**config.mk**
```make
export PLATFORM = sky130hd
export DESIGN_NAME = dp_lane_steer
export DESIGN_NICKNAME = d
export VERILOG_FILES = /design/src/rtl/lane_steer_pkg.sv /design/src/rtl/lane_cfg_decode.sv /design/src/rtl/lane_seq.sv /design/src/rtl/lane_xbar.sv /design/src/rtl/dp_lane_steer.sv
export SDC_FILE = /design/constraint.sdc
export NUM_CORES = 1
export LEC_CHECK = 0
export BUFFER_PORTS_ARGS = -buffer_cell sky130_fd_sc_hd__clkbuf_2
export CORE_MARGIN = 2
export CORE_UTILIZATION = 50
export DETAILED_ROUTE_END_ITERATION = 10
export PLACE_DENSITY = 0.86
export SLEW_MARGIN = 40
export SYNTH_ARGS = -nofsm -noshare
export SYNTH_HDL_FRONTEND = slang
export SYNTH_HIERARCHICAL = 1
export SYNTH_SLANG_ARGS = --single-unit
```
**constraint.sdc**
```tcl
create_clock -name clk -period 4.9 [get_ports clk]
set_input_delay 0.98 -clock clk [delete_from_list [all_inputs] [get_ports clk]]
set_output_delay 0.98 -clock clk [all_outputs]
set_load 0.05 [all_outputs]
```
**src/rtl/lane_steer_pkg.sv**
```systemverilog
package lane_steer_pkg;

    localparam int LANES = 4;

    typedef enum logic [1:0] {
        ROLE_PRIMARY   = 2'd0,
        ROLE_PLAIN     = 2'd1,
        ROLE_SECONDARY = 2'd2,
        ROLE_PLAIN_ALT = 2'd3
    } role_e;

    typedef struct packed {
        logic [2:0] lanes;
        logic       bad;
    } lane_pick_t;

    function automatic logic [2:0] port_cap(role_e r, logic split);
        if (r == ROLE_SECONDARY)             return 3'd2;
        if (r == ROLE_PRIMARY && split)      return 3'd2;
        return 3'd4;
    endfunction

    function automatic lane_pick_t pick_lanes(logic [1:0] field, logic [2:0] cap);
        lane_pick_t p;
        logic [2:0] want;
        case (field)
            2'd0:    want = 3'd1;
            2'd1:    want = 3'd2;
            2'd3:    want = 3'd4;
            default: want = 3'd0;
        endcase
        if (want == 3'd0 || want > cap) begin
            p.lanes = cap;
            p.bad   = 1'b1;
        end else begin
            p.lanes = want;
            p.bad   = 1'b0;
        end
        return p;
    endfunction

    function automatic logic [1:0] src_lane(logic [1:0] phys, logic rev, role_e r, logic split);
        if (!rev || r == ROLE_SECONDARY) return phys;
        if (r == ROLE_PRIMARY && split)  return (phys < 2'd2) ? (phys ^ 2'd1) : phys;
        return 2'd3 - phys;
    endfunction

    function automatic logic [LANES-1:0] thermo(logic [2:0] n);
        logic [LANES-1:0] t;
        for (int i = 0; i < LANES; i++) t[i] = (3'(i) < n);
        return t;
    endfunction

endpackage

```
**src/rtl/lane_cfg_decode.sv**
```systemverilog
module lane_cfg_decode
    import lane_steer_pkg::*;
(
    input  logic       clk,
    input  logic       rst,
    input  logic       en,
    input  logic [1:0] field,
    input  role_e      role,
    input  logic       split,
    output logic [2:0] n_lanes,
    output logic       err
);

    lane_pick_t pick;

    always_comb pick = pick_lanes(field, port_cap(role, split));

    assign n_lanes = pick.lanes;

    always_ff @(posedge clk) begin
        if (rst) err <= 1'b0;
        else     err <= err | (en & pick.bad);
    end


    err_sticky_chk: assert property (@(posedge clk) disable iff (rst)
        err |=> err);


    err_raise_chk: assert property (@(posedge clk) disable iff (rst)
        (en && pick.bad) |=> err);

endmodule

```
**src/rtl/lane_seq.sv**
```systemverilog
module lane_seq
    import lane_steer_pkg::*;
#(
    parameter int DLY_W = 6
) (
    input  logic             clk,
    input  logic             rst,
    input  logic [2:0]       target,
    input  logic [DLY_W-1:0] dly,
    output logic [LANES-1:0] lane_en,
    output logic             idle
);

    logic [2:0]       on_cnt, nxt_cnt;
    logic [DLY_W-1:0] tmr, nxt_tmr;

    always_comb begin
        nxt_cnt = on_cnt;
        nxt_tmr = tmr;
        if (on_cnt == target) begin
            nxt_tmr = '0;
        end else if (dly == '0) begin
            nxt_cnt = target;
            nxt_tmr = '0;
        end else if (tmr == '0) begin
            nxt_cnt = (on_cnt < target) ? on_cnt + 3'd1 : on_cnt - 3'd1;
            nxt_tmr = dly - DLY_W'(1);
        end else begin
            nxt_tmr = tmr - DLY_W'(1);
        end
    end

    always_ff @(posedge clk) begin
        if (rst) begin
            on_cnt <= '0;
            tmr    <= '0;
            idle   <= 1'b1;
        end else begin
            on_cnt <= nxt_cnt;
            tmr    <= nxt_tmr;
            idle   <= (nxt_cnt == 3'd0);
        end
    end

    assign lane_en = thermo(on_cnt);


    stagger_step_chk: assert property (@(posedge clk) disable iff (rst)
        ($past(dly) != '0) |-> ($countones(lane_en ^ $past(lane_en)) <= 1));


    zero_dly_chk: assert property (@(posedge clk) disable iff (rst)
        (dly == '0) |=> ($countones(lane_en) == int'($past(target))));

endmodule

```
**src/rtl/lane_xbar.sv**
```systemverilog
module lane_xbar
    import lane_steer_pkg::*;
#(
    parameter int SYM_W = 10
) (
    input  logic [LANES*SYM_W-1:0] din,
    input  logic [LANES-1:0]       lane_en,
    input  logic                   rev,
    input  role_e                  role,
    input  logic                   split,
    output logic [LANES*SYM_W-1:0] dout
);

    for (genvar i = 0; i < LANES; i++) begin : g_lane
        localparam logic [1:0] PHYS = 2'(i);
        logic [1:0]       src;
        logic [SYM_W-1:0] mapped;

        always_comb begin
            src    = src_lane(PHYS, rev, role, split);
            mapped = din[int'(src)*SYM_W +: SYM_W];
        end

        assign dout[i*SYM_W +: SYM_W] = lane_en[i] ? mapped : '0;
    end

endmodule

```
**src/rtl/dp_lane_steer.sv**
```systemverilog
module dp_lane_steer
    import lane_steer_pkg::*;
#(
    parameter int SYM_W = 10,
    parameter int DLY_W = 6
) (
    input  logic                   clk,
    input  logic                   rst,
    input  logic                   cfg_en,
    input  logic                   cfg_rev,
    input  logic [1:0]             cfg_lanes,
    input  logic [DLY_W-1:0]       cfg_dly,
    input  logic [1:0]             cfg_role,
    input  logic                   cfg_split,
    input  logic [LANES*SYM_W-1:0] din,
    output logic [LANES*SYM_W-1:0] dout,
    output logic [LANES-1:0]       lane_en,
    output logic                   idle,
    output logic                   cfg_err
);

    role_e      role;
    logic [2:0] n_lanes;
    logic [2:0] target;
    logic       rev_q;

    assign role   = role_e'(cfg_role);
    assign target = cfg_en ? n_lanes : 3'd0;

    lane_cfg_decode u_dec (
        .clk     (clk),
        .rst     (rst),
        .en      (cfg_en),
        .field   (cfg_lanes),
        .role    (role),
        .split   (cfg_split),
        .n_lanes (n_lanes),
        .err     (cfg_err)
    );

    lane_seq #(.DLY_W(DLY_W)) u_seq (
        .clk     (clk),
        .rst     (rst),
        .target  (target),
        .dly     (cfg_dly),
        .lane_en (lane_en),
        .idle    (idle)
    );

    always_ff @(posedge clk) begin
        if (rst)                 rev_q <= 1'b0;
        else if (!cfg_en && idle) rev_q <= cfg_rev;
    end

    lane_xbar #(.SYM_W(SYM_W)) u_xbar (
        .din     (din),
        .lane_en (lane_en),
        .rev     (rev_q),
        .role    (role),
        .split   (cfg_split),
        .dout    (dout)
    );


    rev_hold_chk: assert property (@(posedge clk) disable iff (rst)
        (cfg_en || !idle) |=> $stable(rev_q));


    idle_lanes_chk: assert property (@(posedge clk) disable iff (rst)
        idle |-> (lane_en == '0));


    busy_lanes_chk: assert property (@(posedge clk) disable iff (rst)
        !idle |-> (lane_en != '0));

    for (genvar i = 0; i < LANES; i++) begin : g_chk

        gated_zero_chk: assert property (@(posedge clk) disable iff (rst)
            !lane_en[i] |-> (dout[i*SYM_W +: SYM_W] == '0));


        sec_pass_chk: assert property (@(posedge clk) disable iff (rst)
            (role == ROLE_SECONDARY && lane_en[i]) |->
                (dout[i*SYM_W +: SYM_W] == din[i*SYM_W +: SYM_W]));
    end

endmodule

```
Word-level counts from Yosys, hierarchy flattened
Cells that the tools add are included.
{ "word_totals": {"ff_bits": 12, "out_inout_bits": 46, "elab_cells": 79, "in_bits": 55} }
{ "classes": {"eq_ne": 4, "addsub": 4, "reduce_logical": 13, "n_mul": 4, "mux": 37, "bitwise_logic": 2, "order_cmp": 6, "shift": 4} }
{ "op_table": {"columns": ["op", "n"], "rows": [
  ["$shiftx A40 B32 Y10", 4],
  ["$mux W10", 4],
  ["$mux W2", 16],
  ["$mux W3", 9],
  ["$mul A2 B3 Y5 const B", 4],
  ["$logic_not A6 Y1", 2],
  ["$sub A6 B1 Y6 const B", 2],
  ["$pmux W3 S3", 1],
  ["$logic_not A3 Y1", 2],
  ["$lt A1 B3 Y1 const A", 2],
  ["$lt A2 B3 Y1 const A", 2],
  ["$mux W6", 1],
  ["$mux W1", 5],
  ["$eq A2 B2 Y1 const B", 2],
  ["$logic_not A2 Y1", 2],
  ["$mux W4", 1],
  ["$add A3 B1 Y3 const B", 1],
  ["$eq A3 B3 Y1", 1],
  ["$gt A3 B3 Y1", 1],
  ["$lt A3 B3 Y1", 1],
  ["$reduce_or A3 Y1", 1],
  ["$sub A3 B1 Y3 const B", 1],
  ["$eq A2 B1 Y1 const B", 1],
  ["$logic_and A1 B1 Y1", 2],
  ["other kinds (4)", 6]
]} }

Logic depth before layout (Yosys ltp)
Gate-level depths: netlist of run 1.
{ "logic_depth": {"word_depth": 16, "mapped_depth": 16, "mapped_depth_nobuf": 16} }

Cells and area by module
Netlist of run 1, hierarchy kept.
{ "modules_own_cells": {"columns": ["mod", "n_inst", "cells_each", "area_each_um2", "seq_area_each_um2"], "rows": [
  ["lane_xbar", 1, 164, 1064.8, 0.0],
  ["lane_seq", 1, 88, 713.2, 200.2],
  ["lane_cfg_decode", 1, 24, 185.2, 20.0],
  ["dp_lane_steer", 1, 8, 75.1, 20.0]
]} }

Worst setup path after synthesis of run 1
OpenSTA, ideal clock, no wires.
{ "synth_path": {"path_type": "register to output", "start": "reg u_seq.on_cnt[1]", "end": "out dout[10]", "t_required_ns": 3.920, "setup_slack_ns": 0.987, "arrival_time_ns": 2.933, "path_stages_with_launch": 6, "path_cell_list": "dfxtp_1 inv_1 ha_1 o21bai_1 clkinv_1 a311oi_2"} }
{ "synth_via": {"elab_chain_len": 2} }
{ "synth_rtl": {"columns": ["item", "line", "rtl"], "rows": [
  ["start: declaration", "lane_seq.sv:14", "logic [2:0] on_cnt, nxt_cnt;"],
  ["start signal: assignment", "lane_seq.sv:39", "on_cnt <= nxt_cnt;"],
  ["$lt A1 B3 Y1", "lane_steer_pkg.sv:50", "for (int i = 0; i < LANES; i++) t[i] = (3'(i) < n);"],
  ["net lane_en[1]", "dp_lane_steer.sv:17", "output logic [LANES-1:0] lane_en,"],
  ["$mux W10", "lane_xbar.sv:24", "assign dout[i*SYM_W +: SYM_W] = lane_en[i] ? mapped : '0;"],
  ["end: declaration", "dp_lane_steer.sv:16", "output logic [LANES*SYM_W-1:0] dout,"]
]} }
The timed path passes the listed nets, and every way through them passes these cells.

Worst setup path in the final report of run 1
{ "layout_path": {"start": "in cfg_role[1]", "end": "reg u_seq.idle"} }
{ "layout_via": {"elab_chain_len": 16} }
{ "layout_rtl": {"columns": ["item", "line", "rtl"], "rows": [
  ["start: declaration", "dp_lane_steer.sv:13", "input logic [1:0] cfg_role,"],
  ["$logic_not A2 Y1", "lane_steer_pkg.sv:19", "if (r == ROLE_PRIMARY && split) return 3'd2;"],
  ["$logic_and A1 B1 Y1", "lane_steer_pkg.sv:19", null],
  ["$mux W1 (2 in a row)", "lane_steer_pkg.sv:19", null],
  ["$mux W3", "lane_steer_pkg.sv:20", "return 3'd4;"],
  ["$mux W3 (*)", "lane_steer_pkg.sv:19", null],
  ["$gt A3 B3 Y1", "lane_steer_pkg.sv:32", "if (want == 3'd0 || want > cap) begin"],
  ["$logic_or A1 B1 Y1", "lane_steer_pkg.sv:32", null],
  ["$mux W4 (*)", "lane_steer_pkg.sv:32", null],
  ["net n_lanes[1]", "dp_lane_steer.sv:23", "logic [2:0] n_lanes;"],
  ["$mux W3 (*)", "dp_lane_steer.sv:28", "assign target = cfg_en ? n_lanes : 3'd0;"],
  ["net target[1]", "dp_lane_steer.sv:24", "logic [2:0] target;"],
  ["$lt A3 B3 Y1", "lane_seq.sv:26", "nxt_cnt = (on_cnt < target) ? on_cnt + 3'd1 : on_cnt - 3'd1;"],
  ["$mux W3", "lane_seq.sv:26", null],
  ["$mux W3", "lane_seq.sv:25", "end else if (tmr == '0) begin"],
  ["$mux W3", "lane_seq.sv:22", "end else if (dly == '0) begin"],
  ["$mux W3 (*)", "lane_seq.sv:20", "if (on_cnt == target) begin"],
  ["$logic_not A3 Y1 (*)", "lane_seq.sv:41", "idle <= (nxt_cnt == 3'd0);"],
  ["end signal: assignment", "lane_seq.sv:41", null],
  ["end: declaration", "lane_seq.sv:11", "output logic idle"]
]} }
Mark *: on every way through the listed nets, which the timed path passes. The rest lies on a longest branch. The select of a mux whose other input is x is not followed.
A chain may end at the register's enable or synchronous reset.

==> results.md, run 1 <==
Clock tree:
- The TritonCTS clock tree is done.
- The deepest clock path buffer count is 2.
- The hold buffer count at CTS is 0.
- In this run the number of H-tree levels came out at 1.
- The post-CTS repair timing setup buffer count is 0.
- Counting the buffers created by CTS gives 3.
- The clock latency on the worst-skew pair is about 240 ps.
- Clock-pin slew was measured on the worst setup and hold paths at 50 ps.
- The root buffer cell is clkbuf_8.
- The sink count of the clock tree is 12.
- The number of instances resized during post-cts repair is 0.

Pwr:
- The relative contribution of combinational cells to total power is 80.0%.
- Of the total power, the share spent switching nets is roughly 64%.
- The sum of internal, switching and leakage power is ~1.5 mW.
- Internal power comes to between 0.5 and 0.6 mW.
- Across the VDD grid, the largest voltage drop is between 0.0004 and 0.0005 V.
- In this run, the clock network consumes slightly above 7% of the power.
- The total power divided by cell area is about 590 nW/um2.
- The cell leakage power is between 1 and 1.5 nW.
- Sequential cells burn approximately 13% of the power.
- The net load switching power is about 0.95 mW.

Min path:
- The number of instances on the worst hold path is 2.
- In this run the worst hold path is classified as flop to flop.

Synth:
- Of all flip-flops after synthesis, the portion carrying an async set or reset was 0%.
- The number of enable flip-flop cells after synthesis is 0.
- By count the netlist is led by nand2_1, a21oi_1, mux2i_1, a311oi_2, nor2_1.
- In this run, synthesis produced a sequential element count of 12.
- Yosys printed 6 warnings.
- The synthesized area per cell is 7.18 um2.
- The summed instance area of the synthesized netlist is ~2000 um2.
- Sequential cells were found to cover between 10% and 20% of the synthesized design area.
- Summed over all instances, the cell type with the most area after synthesis is nand2_1.
- Yosys attributes the largest share of cell area to nand2_1, a311oi_2, dfxtp_1, mux2i_1, a21oi_1.
- The synthesized netlist contains between 40 and 50 unique library cells.
- The post-synthesis cell count is between 200 and 300.
- Counting every net in the synthesized netlist gives between 300 and 400.
- The area share of the largest cell type after synthesis is ~16%.
- For this run, the leading register cell type out of synthesis is dfxtp_1.
- The dominant cell by count in the synthesized netlist is nand2_1.

Routing:
- The remaining routing DRC violations is 0.
- The routed layout has 2339 vias.
- The overall routed net length is a little under 6000 um.
- The first detailed-routing pass ran for 5 iterations.
- For this block, the initial DRC count from the detailed router was 168.
- After detailed routing, the number of vias per cell comes to approximately 5.6.
- The routed length per placed instance is 14.0 um.
- The number of nets with antenna violations after detailed routing is 0.

Setup path:
- STA classifies the critical path endpoint as a flop.
- STA puts the critical path data required time at a little over 5000 ps.
- Data arrives at the worst endpoint at between 3000 and 4000 ps.
- The start-to-end type of the worst setup path is primary input to flop.
- The cell depth of the worst flop-to-flop path is 6.
- The startpoint type of the worst setup path is a primary input.
- The largest fanout of any net on the critical path is 5.

Global routing:
- The number of global-route vias before repair is 2019.
- The number of antenna violations at the first check in global routing is 0.
- The pin count of the biggest net entering global routing is 29.
- The total overflow left after global routing is 0.
- The first global-routing pass estimated between 8000 and 9000 um of wire.
- The global-route usage over all layers is roughly a quarter.

Finish:
- Summing all multi-input logic gate instances after layout gives 1640 um2.
- The layout-stage area growth over the synthesis result is 24.3%.
- The final standard cell area without fillers is around 2500 um2.
- The final instance count without filler cells is approximately 420.
- The fraction of final layout cells sized beyond drive strength 1 is approximately two fifths.
- The final layout contains 433 nets.
- 0 antenna diodes ended up in the layout.
- After filler insertion, the fill cell instance count of the layout stands at 357.
- The area taken by flip-flops and latches is roughly 240 um2.

Place:
- Summing all placed instances gives a cell area of 2480 um2.
- The count of buffers added on input and output ports is 100.
- The setup slack at placement is between 900 and 1000 ps.
- The instance count after placement with tap cells included is slightly above 400.
- The final HPWL from detailed placement is around 4700 um.
- At the end of routability-driven placement, the weighted congestion stood at ~0.9.

Timing:
- The setup TNS after final layout is 0 ps.
- The max-slew headroom at the worst pin is 46.5%.
- The transition time at the pin with the least slew margin is ~800 ps.
- The maximum clock frequency is around 0.27 GHz.
- Of the available clock period, the critical path in the final layout requires 75.4%.
- The clock arrives with 1.02 ps of skew.
- The number of pins with negative max-slew slack in the final report is 0.
- The post-layout minimum cycle time is about 3700 ps.
- The slack of the critical path is 1200 ps.
- The final count of hold timing violations came to 0.
- Setup violations remaining at the end of the flow were counted as 0.
- Setup repair after global routing left no endpoint under its margin.

Flow run:
- The max-cap check violation count is 0.

Die:
- The vertical extent of the die is between 60 and 70 um.
- The die outline width is 67.8 um.
- The placeable core region is 3970 um2.
- The die outline area is 4600 um2.
- The I/O pin total is a little over 100.
- The initial utilization of the core area, before any placement, comes to about half.
- The initialized floorplan defines 23 standard-cell rows.

Outcome:
- The flow ran to the end, and the final reports show no timing, DRC or antenna violations.
[metrics by stage]
stage / hold WS, ps / util [%]
after floorplan: 486 / -
after global placement: 438 / 62.4
after detailed placement: 443 / 62.4
after CTS: 450 / 63.8
after global routing: 488 / 63.8
final: 451 / 63.8
[power by group through the flow]
stage               clock network [mW]  logic, mW  registers (mW)
global route                     0.113       1.28           0.196
finish                           0.108       1.20           0.191
global placement                     0       1.18           0.189
CTS                              0.111       1.20           0.190
detailed placement                   0       1.20           0.191
floorplan                            0      0.982           0.178
[cell families (layout without fill, tap and decap cells)]
logic type	Yosys count	after routing	synth area share (%)
AO/OA/AOI/OAI	69	69	30.3
XOR/XNOR	4	4	1.72
adder cells (fa/ha/maj)	9	9	5.52
buffers and inverters	29	113	7.92
flip-flops	12	12	11.8
multiplexers	22	22	10.8
AND/OR/NAND/NOR	139	139	31.9
[metal layers]
layer / track usage, % / vias to the layer above / wire length [um]
li1: - / 1173 / -
met1: 31.7 / 1063 / 2480
met2: 41.3 / 96 / 2790
met3: 4.44 / 7 / 511
met4: 7.25 / 0 / 63
met5: 0 / - / 0
[layout by cell type (no fill, tap or decap), types with 2 or more instances in the layout]
master / n
nand2b_1: 4
nand3_1: 5
and3_1: 2
and2_2: 3
nor3_1: 3
and2_1: 2
dfxtp_1: 11
a211oi_1: 3
o21ai_1: 2
a311oi_2: 20
or3_1: 3
inv_1: 6
clkinv_1: 2
clkbuf_2: 100
clkbuf_8: 4
nor2b_1: 3
o21ai_2: 2
a21oi_1: 30
ha_1: 9
nand2_1: 86
mux2i_1: 22
o211ai_2: 2
nor2_1: 18
a21o_1: 2
xnor2_1: 3
[worst max-delay path: stages]
cell	delay, ps
clkbuf_2	110
nor2_1	190
nor2_4	70
ha_1	320
nor2b_4	140
o21ai_1	210
nor2_1	80
a221oi_2	170
and2_2	170
inv_1	50
ha_1	320
nand2b_1	80
o2bb2ai_1	180
mux2i_1	260
mux2i_1	210
a31oi_1	110
nor3_1	190
[final cells by class]
type | count | share of cell area, %
tap | 50 | 2.47
sequential | 12 | 9.53
multi-input combinational | 243 | 64.6
inverter | 8 | 1.19
clock buffer | 4 | 2.17
timing repair buffer | 101 | 20.0
[worst paths after layout]
path	from	endpoint	slack [ps]
worst max-delay path	cfg_role[1]	u_seq/idle	1200
worst min-delay path	u_dec/err	u_dec/err	450
worst max register to register	u_seq/on_cnt[2]	u_seq/idle	2800
worst min register to register	u_dec/err	u_dec/err	450
[registers in the layout, indices dropped and copies added (netlist names)]
register,cells
u_seq/tmr,6
u_seq/on_cnt,3
rev_q,1
u_dec/err,1
u_seq/idle,1
No activity file was read; power rests on OpenSTA's default activity.
==> inputs of run 2 (changes only) <==
CORE_UTILIZATION = 47   (was 50)
PLACE_DENSITY = 0.82   (was 0.86)
clock period = 3.8 ns   (was 4.9 ns; I/O delays follow)
==> run 2 against run 1 <==
Compared with the run above:
- utilization fell by 1.4 points
- first-iteration DRC count increased by 1.2%
- die area up 6.0%
- setup slack got worse by 890 ps
- clock power up 6%
- clock skew rose by 2.0 ps
- clock-buffer cell count fell by 1
- cell count up 0.72%
- via count increased by 0.56%
- sequential share of layout area decreased by 0.11 points
- worst hold slack better by 1.3 ps
- combinational power increased by 32%
- largest cell class unchanged
- largest power group unchanged
- highest routed layer unchanged
==> results.md, run 2 (synthesis results as in run 1) <==
Global routing:
- The total overflow reported by the global router is 0.
- The number of antenna violations at the first check in global routing is 0.
- The pin count of the biggest net entering global routing is 22.
- The first global-routing pass estimated roughly 10000 um of wire.
- The number of global-route vias before repair is 2181.
- The global-route usage over all layers is between 20 and 25%.

Die:
- The initial cell density of the core is approximately half.
- Measured along the x axis, the die boundary spans between 60 and 70 um.
- The die is 69.9 um tall.
- The die outline area is ~5000 um2.
- The floorplan has 23 rows.
- In this run the count of I/O pins placed on the die edge is slightly above 100.
- The core region is just over 4000 um2.

Setup path:
- In this run the critical register-to-register path is launched from u_seq/on_cnt[2].
- The worst setup path is captured at a flop.
- The endpoint identified for the worst register-to-register timing path is u_seq/idle.
- Along the worst path, the maximum fanout reaches 5.
- The worst setup path is launched from a primary input.
- Data on the critical path arrives at its endpoint at 3650 ps.
- The most critical setup path has its endpoint at u_seq/idle.
- The worst setup slack for register-to-register paths is 1640 ps.
- For the worst flop-to-flop path, the logic depth is 7.
- The critical path starts at cfg_role[1].
- The setup path with the least slack is of type primary input to flop.
- The required time at the endpoint of the critical path is between 3000 and 4000 ps.

Timing:
- Setup repair after global routing left no endpoint under its margin.
- Setup violations remaining at the end of the flow were counted as 0.
- The transition time at the pin with the least slew margin is 625 ps.
- The number of pins with negative max-slew slack in the final report is 0.
- The post-route clock period utilization is about nine tenths.
- The maximum clock frequency is around 0.29 GHz.
- The worst pin sits at a relative slew slack of around three fifths.
- For the final database, setup skew stands at around 3.1 ps.
- The final count of hold timing violations is 0.
- The post-layout minimum cycle time is 3490 ps.
- For the final routed database, the setup TNS stands at 0 ps.

Clock tree:
- The later pin in the worst-skew pair is clocked with a latency of around 240 ps.
- TritonCTS built the clock tree.
- The sink count of the clock tree is 12.
- After clock tree synthesis, the clock-pin slew on the worst setup and hold paths is approximately 50 ps.
- Counting along the longest clock path gives a buffer depth of 2.
- The post-CTS repair timing setup buffer count is 0.
- Counting the buffers created by CTS gives 3.
- The root buffer cell is clkbuf_8.
- The hold buffer count at CTS is 0.
- The H-tree depth is 1.
- The number of instances resized during post-cts repair is 0.

Place:
- The instance area after placement is 2510 um2.
- The instance count after placement with tap cells included is about 420.
- The number of I/O port buffers is 100.
- Routability-driven placement finished with a final weighted congestion of around 0.93.
- After legalization and detailed placement, the total HPWL measured approximately 5000 um.

Outcome:
- The run finished with clean final reports.

Routing:
- In this run, the number of DRC markers left after iteration 0 of detailed routing was 170.
- Before antenna repair, the detailed router went through 4 iterations.
- In the routed design, unresolved DRC markers number 0.
- The overall routed net length is a little over 6000 um.
- In the final routed layout, each cell accounts on average for 14.8 um.
- The routed layout has between 2000 and 2500 vias.
- The via count normalized by instance count is between 5 and 6.
- Once detail routing completed, the nets flagged for antenna violations numbered 0.

Finish:
- After the last flow step, the layout net total stands at 437.
- The most common cell after layout, fill and taps aside is clkbuf_2.
- Relative to the synthesized area, the layout overhead comes to 25.0%.
- The post-route netlist has between 30 and 40% of its cells at a drive strength greater than 1.
- The number of antenna diodes in the final layout is 0.
- The final instance count without filler cells is 421.
- The register containing the most flip-flops in the final layout is u_seq/tmr.
- The largest registers in the layout are u_seq/tmr x6, u_seq/on_cnt x3.
- The library cells used most frequently in the layout, excluding fill and tap cells, are clkbuf_2, nand2_1, a21oi_1.
- With fillers left out, the area of the finished cells amounts to between 2000 and 3000 um2.
- The count of fill cells added during filler insertion is ~400.
- The number of flip-flops under the largest register name is 6.

Pwr:
- The maximum ir drop on the vdd rail is about 0.00045 V.
- Summing internal, switching and leakage power gives ~1.9 mW.
- The cell leakage power is ~1.1 nW.
- The total power divided by cell area is 751 nW/um2.

Flow run:
- Max-cap violations in this run came to 0.

Min path:
- The type of the worst min-delay path is flop to flop.
==> run 2: cell types whose count changed in the layout (fill, tap and decap cells not counted), sizes merged <==
| cell | previous run | this run |
|---|---|---|
| buf | 1 | 5 |
| clkbuf | 104 | 103 |
==> run 2: worst max-delay path, stage by stage <==
cell and delay, ps:
clkbuf_2 110, nor2_1 190, nor2_4 70, ha_1 330, nor2b_4 140, o21ai_1 230, nor2_1 90, a221oi_2 170
and2_2 170, inv_1 50, ha_1 320, nand2b_1 80, o2bb2ai_1 180, mux2i_1 270, mux2i_1 210, a31oi_1 110
nor3_1 170
==> run 2: stage by stage <==
stage	utilization [%]	hold WS [ps]	setup WS, ps
after global routing	62.4	487	47.5
after detailed placement	61.4	451	63.9
after CTS	62.4	460	317
after floorplan	-	486	107
after global placement	61.4	440	232
final	62.4	452	313
==> run 2: area by class of cell <==
| cell class | count | area [um2] | area share (%) |
|---|---|---|---|
| inverters | 8 | 30.0 | 1.18 |
| clock buffers | 3 | 41.3 | 1.62 |
| multi-input cells | 243 | 1640 | 64.2 |
| repair buffers | 105 | 538 | 21.1 |
| flip-flops and latches | 12 | 240 | 9.43 |
| well taps | 50 | 62.6 | 2.45 |
==> run 2: per-layer routing <==
metal | track usage, % | routed length (um)
met1 | 32.2 | 2690
met2 | 43.3 | 3040
met3 | 3.32 | 405
met4 | 5.34 | 98
met5 | 0 | 0
==> run 2: worst min path at each step <==
stage                          from        end  slack, ps  depth (start not counted)
after CTS                 u_dec/err  u_dec/err        460                          2
after detailed placement  u_dec/err  u_dec/err        450                          2
after global routing      u_dec/err  u_dec/err        490                          2
after floorplan               rev_q      rev_q        490                          2
after global placement    u_dec/err  u_dec/err        440                          2
final                     u_dec/err  u_dec/err        450                          2
==> run 2: report_power, final <==
part           leakage [nW]  switching [mW]  internal [mW]
clock                0.0216          0.0443         0.0697
combinational          1.01            1.13          0.451
sequential           0.0990          0.0527          0.167
==> inputs of run 3 (changes only) <==
ABC_AREA = 1   (was not set)
CORE_UTILIZATION = 45   (was 47)
SYNTH_HIERARCHICAL = not set   (was 1)
==> run 3 against run 2 <==
Compared with the run above:
- register-to-register slack better by 120 ps
- critical path depth down 7
- worst hold slack better by 26 ps
- sequential power up 3%
- sequential share of layout area up 0.92 points
- first-iteration DRC count up 76%
- via count down 1.2%
- power up 26%
- die area down 8.6%
- largest cell class unchanged
- largest power group unchanged
- highest routed layer unchanged
==> results.md, run 3 <==
Synth:
- Sorting the synthesized cells by area gives the leading types as dfxtp_1, a21oi_1, nand2_1, inv_1, a2111oi_2.
- The number of enable flip-flop cells after synthesis is 0.
- Averaged over all synthesized cells, the footprint is between 6 and 7 um2.
- Counting instances in the post-synthesis netlist gives the leading cell types as nand2_1, inv_1, a21oi_1, nor2_1, o21ai_0.
- The number of nets in the synthesized netlist is about 350.
- Summed over its instances, the top area cell type makes up a little over an eighth of the synthesized netlist area.
- Yosys printed 0 warnings.
- The distinct cell type count of the synthesized netlist is 30.
- The cell accounting for the most synthesized area is dfxtp_1.
- The number of flip-flops and latches in the synthesized netlist is 12.
- In this run the cell area of the synthesized design comes to about 1800 um2.
- The post-synthesis cell count is ~290.
- For this run, asynchronously set or reset flops after synthesis account for 0%.
- The share of synthesized area occupied by flip-flops and latches is a little over an eighth.
- Among all flip-flop cells after synthesis, the most frequent one is dfxtp_1.
- In the post-synthesis netlist, the cell with the most instances is nand2_1.

Timing:
- The maximum clock frequency is roughly 0.34 GHz.
- Adding up every negative setup slack in the final design gives 0 ps.
- At the pin with the least slew margin, the transition time is 778 ps.
- Setup violations remaining at the end of the flow were counted as 0.
- In this run the tightest slew margin relative to its limit is 47.8%.
- The final count of hold timing violations was 0.
- Counting I/O delays and the setup requirement, the final critical path takes around 3000 ps.
- The final critical path takes up 78.3% of the cycle.
- The number of pins with negative max-slew slack in the final report is 0.
- Setup repair after global routing left no endpoint under its margin.
- The worst clock skew is approximately 4.7 ps.

Setup path:
- The startpoint type of the worst setup path is a primary input.
- The required time at the endpoint of the critical path is roughly 3000 ps.
- The arrival time of the worst setup path is 2210 ps.
- The number of cells on the worst reg-to-reg path is 11.
- In this run the worst path has a maximum fanout of 36.
- The terminus of the critical flop-to-flop path is u_seq.idle.
- In this run the critical register-to-register path is launched from u_seq.on_cnt[2].
- The critical path endpoint category is an output port.
- The worst setup slack for register-to-register paths is 1760 ps.
- By startpoint and endpoint, the worst setup path is classified as primary input to output port.

Routing:
- The overall routed net length is between 5000 and 6000 um.
- After detailed routing, the average wire length per cell comes to roughly 13 um.
- The number of DRC violations after detailed-routing iteration 0 is 300.
- For this run, the detailed router's first-pass iteration total came to 5.
- The number of nets with antenna violations after detailed routing is 0.
- The via total after detailed routing is 2323.
- In the routed design, unresolved DRC markers number 0.
- Using the TritonRoute via totals, the vias-per-cell ratio works out to around 5.4.

Finish:
- The library cells used most frequently in the layout, excluding fill and tap cells, are clkbuf_2, nand2_1, inv_1.
- The register with the most flip-flops in the layout has 6 of them.
- In the final layout, the registers with the most flip-flops are u_seq.tmr x6, u_seq.on_cnt x3.
- In the final layout, the share of cells above drive strength 1 is between 30% and 40%.
- Leaving out filler cells and counting taps, the final layout contains between 400 and 500.
- The number of antenna diodes in the final layout is 0.
- Once layout is complete, the utilization of the core stands at a little over three fifths.
- The most common cell after layout, fill and taps aside is clkbuf_2.
- In the final design database the tool counted 447 nets.
- The register with the most flip-flops in the final layout is u_seq.tmr.
- The area growth from synthesis to layout is 30.9%.

Die:
- between 100 and 150 I/O pins were placed.
- The number of placement rows is 22.
- The floorplan step defined a core boundary enclosing 3720 um2.
- The die is 66.8 um wide.
- The vertical extent of the die is 66.8 um.
- The initial utilization of the core area, before any placement, comes to a little under half.
- The die covers between 4000 and 5000 um2.

Min path:
- The worst hold path begins at u_dec.err.
- The path with the worst hold slack has its endpoint at u_dec.err.
- The type of the worst min-delay path is flop to flop.
- The number of instances on the worst hold path is 2.

Pwr:
- For this design the ratio of total power to cell area is 1040 nW/um2.
- The cell leakage power is around 1.3 nW.
- The power share of the sequential group is a little under a tenth.
- The net load switching power is around 1.6 mW.
- The clock network burns between 4 and 5% of the power.
- The switching share of power is 66.8%.
- The internal power component is about 0.8 mW.
- The relative contribution of combinational cells to total power is 85.7%.
- The maximum ir drop on the vdd rail is 0.000487 V.

Clock tree:
- The clock buffer count from CTS is 3.
- The hold buffer count at CTS is 0.
- The TritonCTS clock tree is done.
- Clock-pin slew was measured on the worst setup and hold paths at ~50 ps.
- After clock tree synthesis, the setup repair step added 0 buffers.
- Clock tree synthesis found a total of 12 sinks.
- In this run the number of H-tree levels came out at 1.
- The deepest clock path buffer count is 2.
- The clock latency on the worst-skew pair is 240 ps.
- The root buffer cell is clkbuf_8.
- Gates resized during post-CTS repair numbered 0.

Global routing:
- The number of antenna violations at the first check in global routing was 0.
- The number of global-route vias before repair is 1978.
- The global-route usage over all layers is between 20% and 30%.
- The first global-routing pass estimated roughly 8300 um of wire.
- The total overflow reported by the global router is 0.
- The pin count of the biggest net entering global routing is 37.

Place:
- The number of I/O port buffers is 100.
- The final HPWL from detailed placement is about 4300 um.
- Routability-driven placement finished with a final weighted congestion of ~0.86.
- The instance count after placement with tap cells included is around 430.

Outcome:
- The flow ran to the end, and the final reports show no timing, DRC or antenna violations.

Flow run:
- The max-cap check violation count is 0.
-- run 3: final cells by class --
cell class,instances,area [um2]
Tap cell,48,60.1
Clock buffer,3,41.3
Fill cell,355,1400
Timing Repair Buffer,104,531
Sequential cell,12,240
Multi-Input combinational cell,215,1270
Inverter,47,179
-- run 3: metrics by stage --
stage          setup slack, ps  cell area, um2  hold WS, ps  total power [mW]
2_1_floorplan              696            1770          458              1.89
3_3_place_gp               871            2280          462              2.26
3_5_place_dp               787            2280          466              2.28
4_1_cts                    877            2320          478              2.41
5_1_grt                    686            2320          510              2.57
6_report                   825            2320          478              2.42
-- run 3: worst max path at each step --
stage                startpoint    endpoint  slack [ps]  cells after the start
finish              cfg_role[0]    dout[35]         830                     10
global route        cfg_role[0]    dout[19]         690                      9
CTS                 cfg_role[0]     dout[8]         880                      9
floorplan           cfg_role[0]     dout[4]         700                      8
detailed placement  cfg_role[0]  u_seq.idle         790                     21
global placement    cfg_role[0]  u_seq.idle         870                     19
-- run 3: power groups by stage --
stage               clock network, mW  registers (mW)  logic [mW]
CTS                             0.117           0.228        2.06
global placement                    0           0.229        2.03
finish                          0.118           0.227        2.07
global route                    0.122           0.234        2.21
floorplan                           0           0.235        1.65
detailed placement                  0           0.231        2.05
-- run 3: routing by layer --
metal	GRT usage, %	share of wire [%]	vias to the layer above
li1	-	-	1157
met2	43.1	48	119
met1	28.2	42	1042
met5	0	0	-
met3	2.20	9.2	5
met4	4.08	0.61	0
-- run 3: kinds of logic after synthesis --
kind of cell | share of synthesized area, %
fa+ha+maj | 6.35
simple gates | 29.4
xor+xnor | 0.988
flops | 13.5
buf+inv | 14.8
compound gates | 34.9
-- run 3: worst max-delay path: stages --
cell      delay [ps]
clkbuf_2          80
inv_2             40
nand2_2           60
nand2_2           80
inv_2             70
nand2_2           50
inv_2            420
o21ai_0          170
a21oi_1          170
clkbuf_2         300
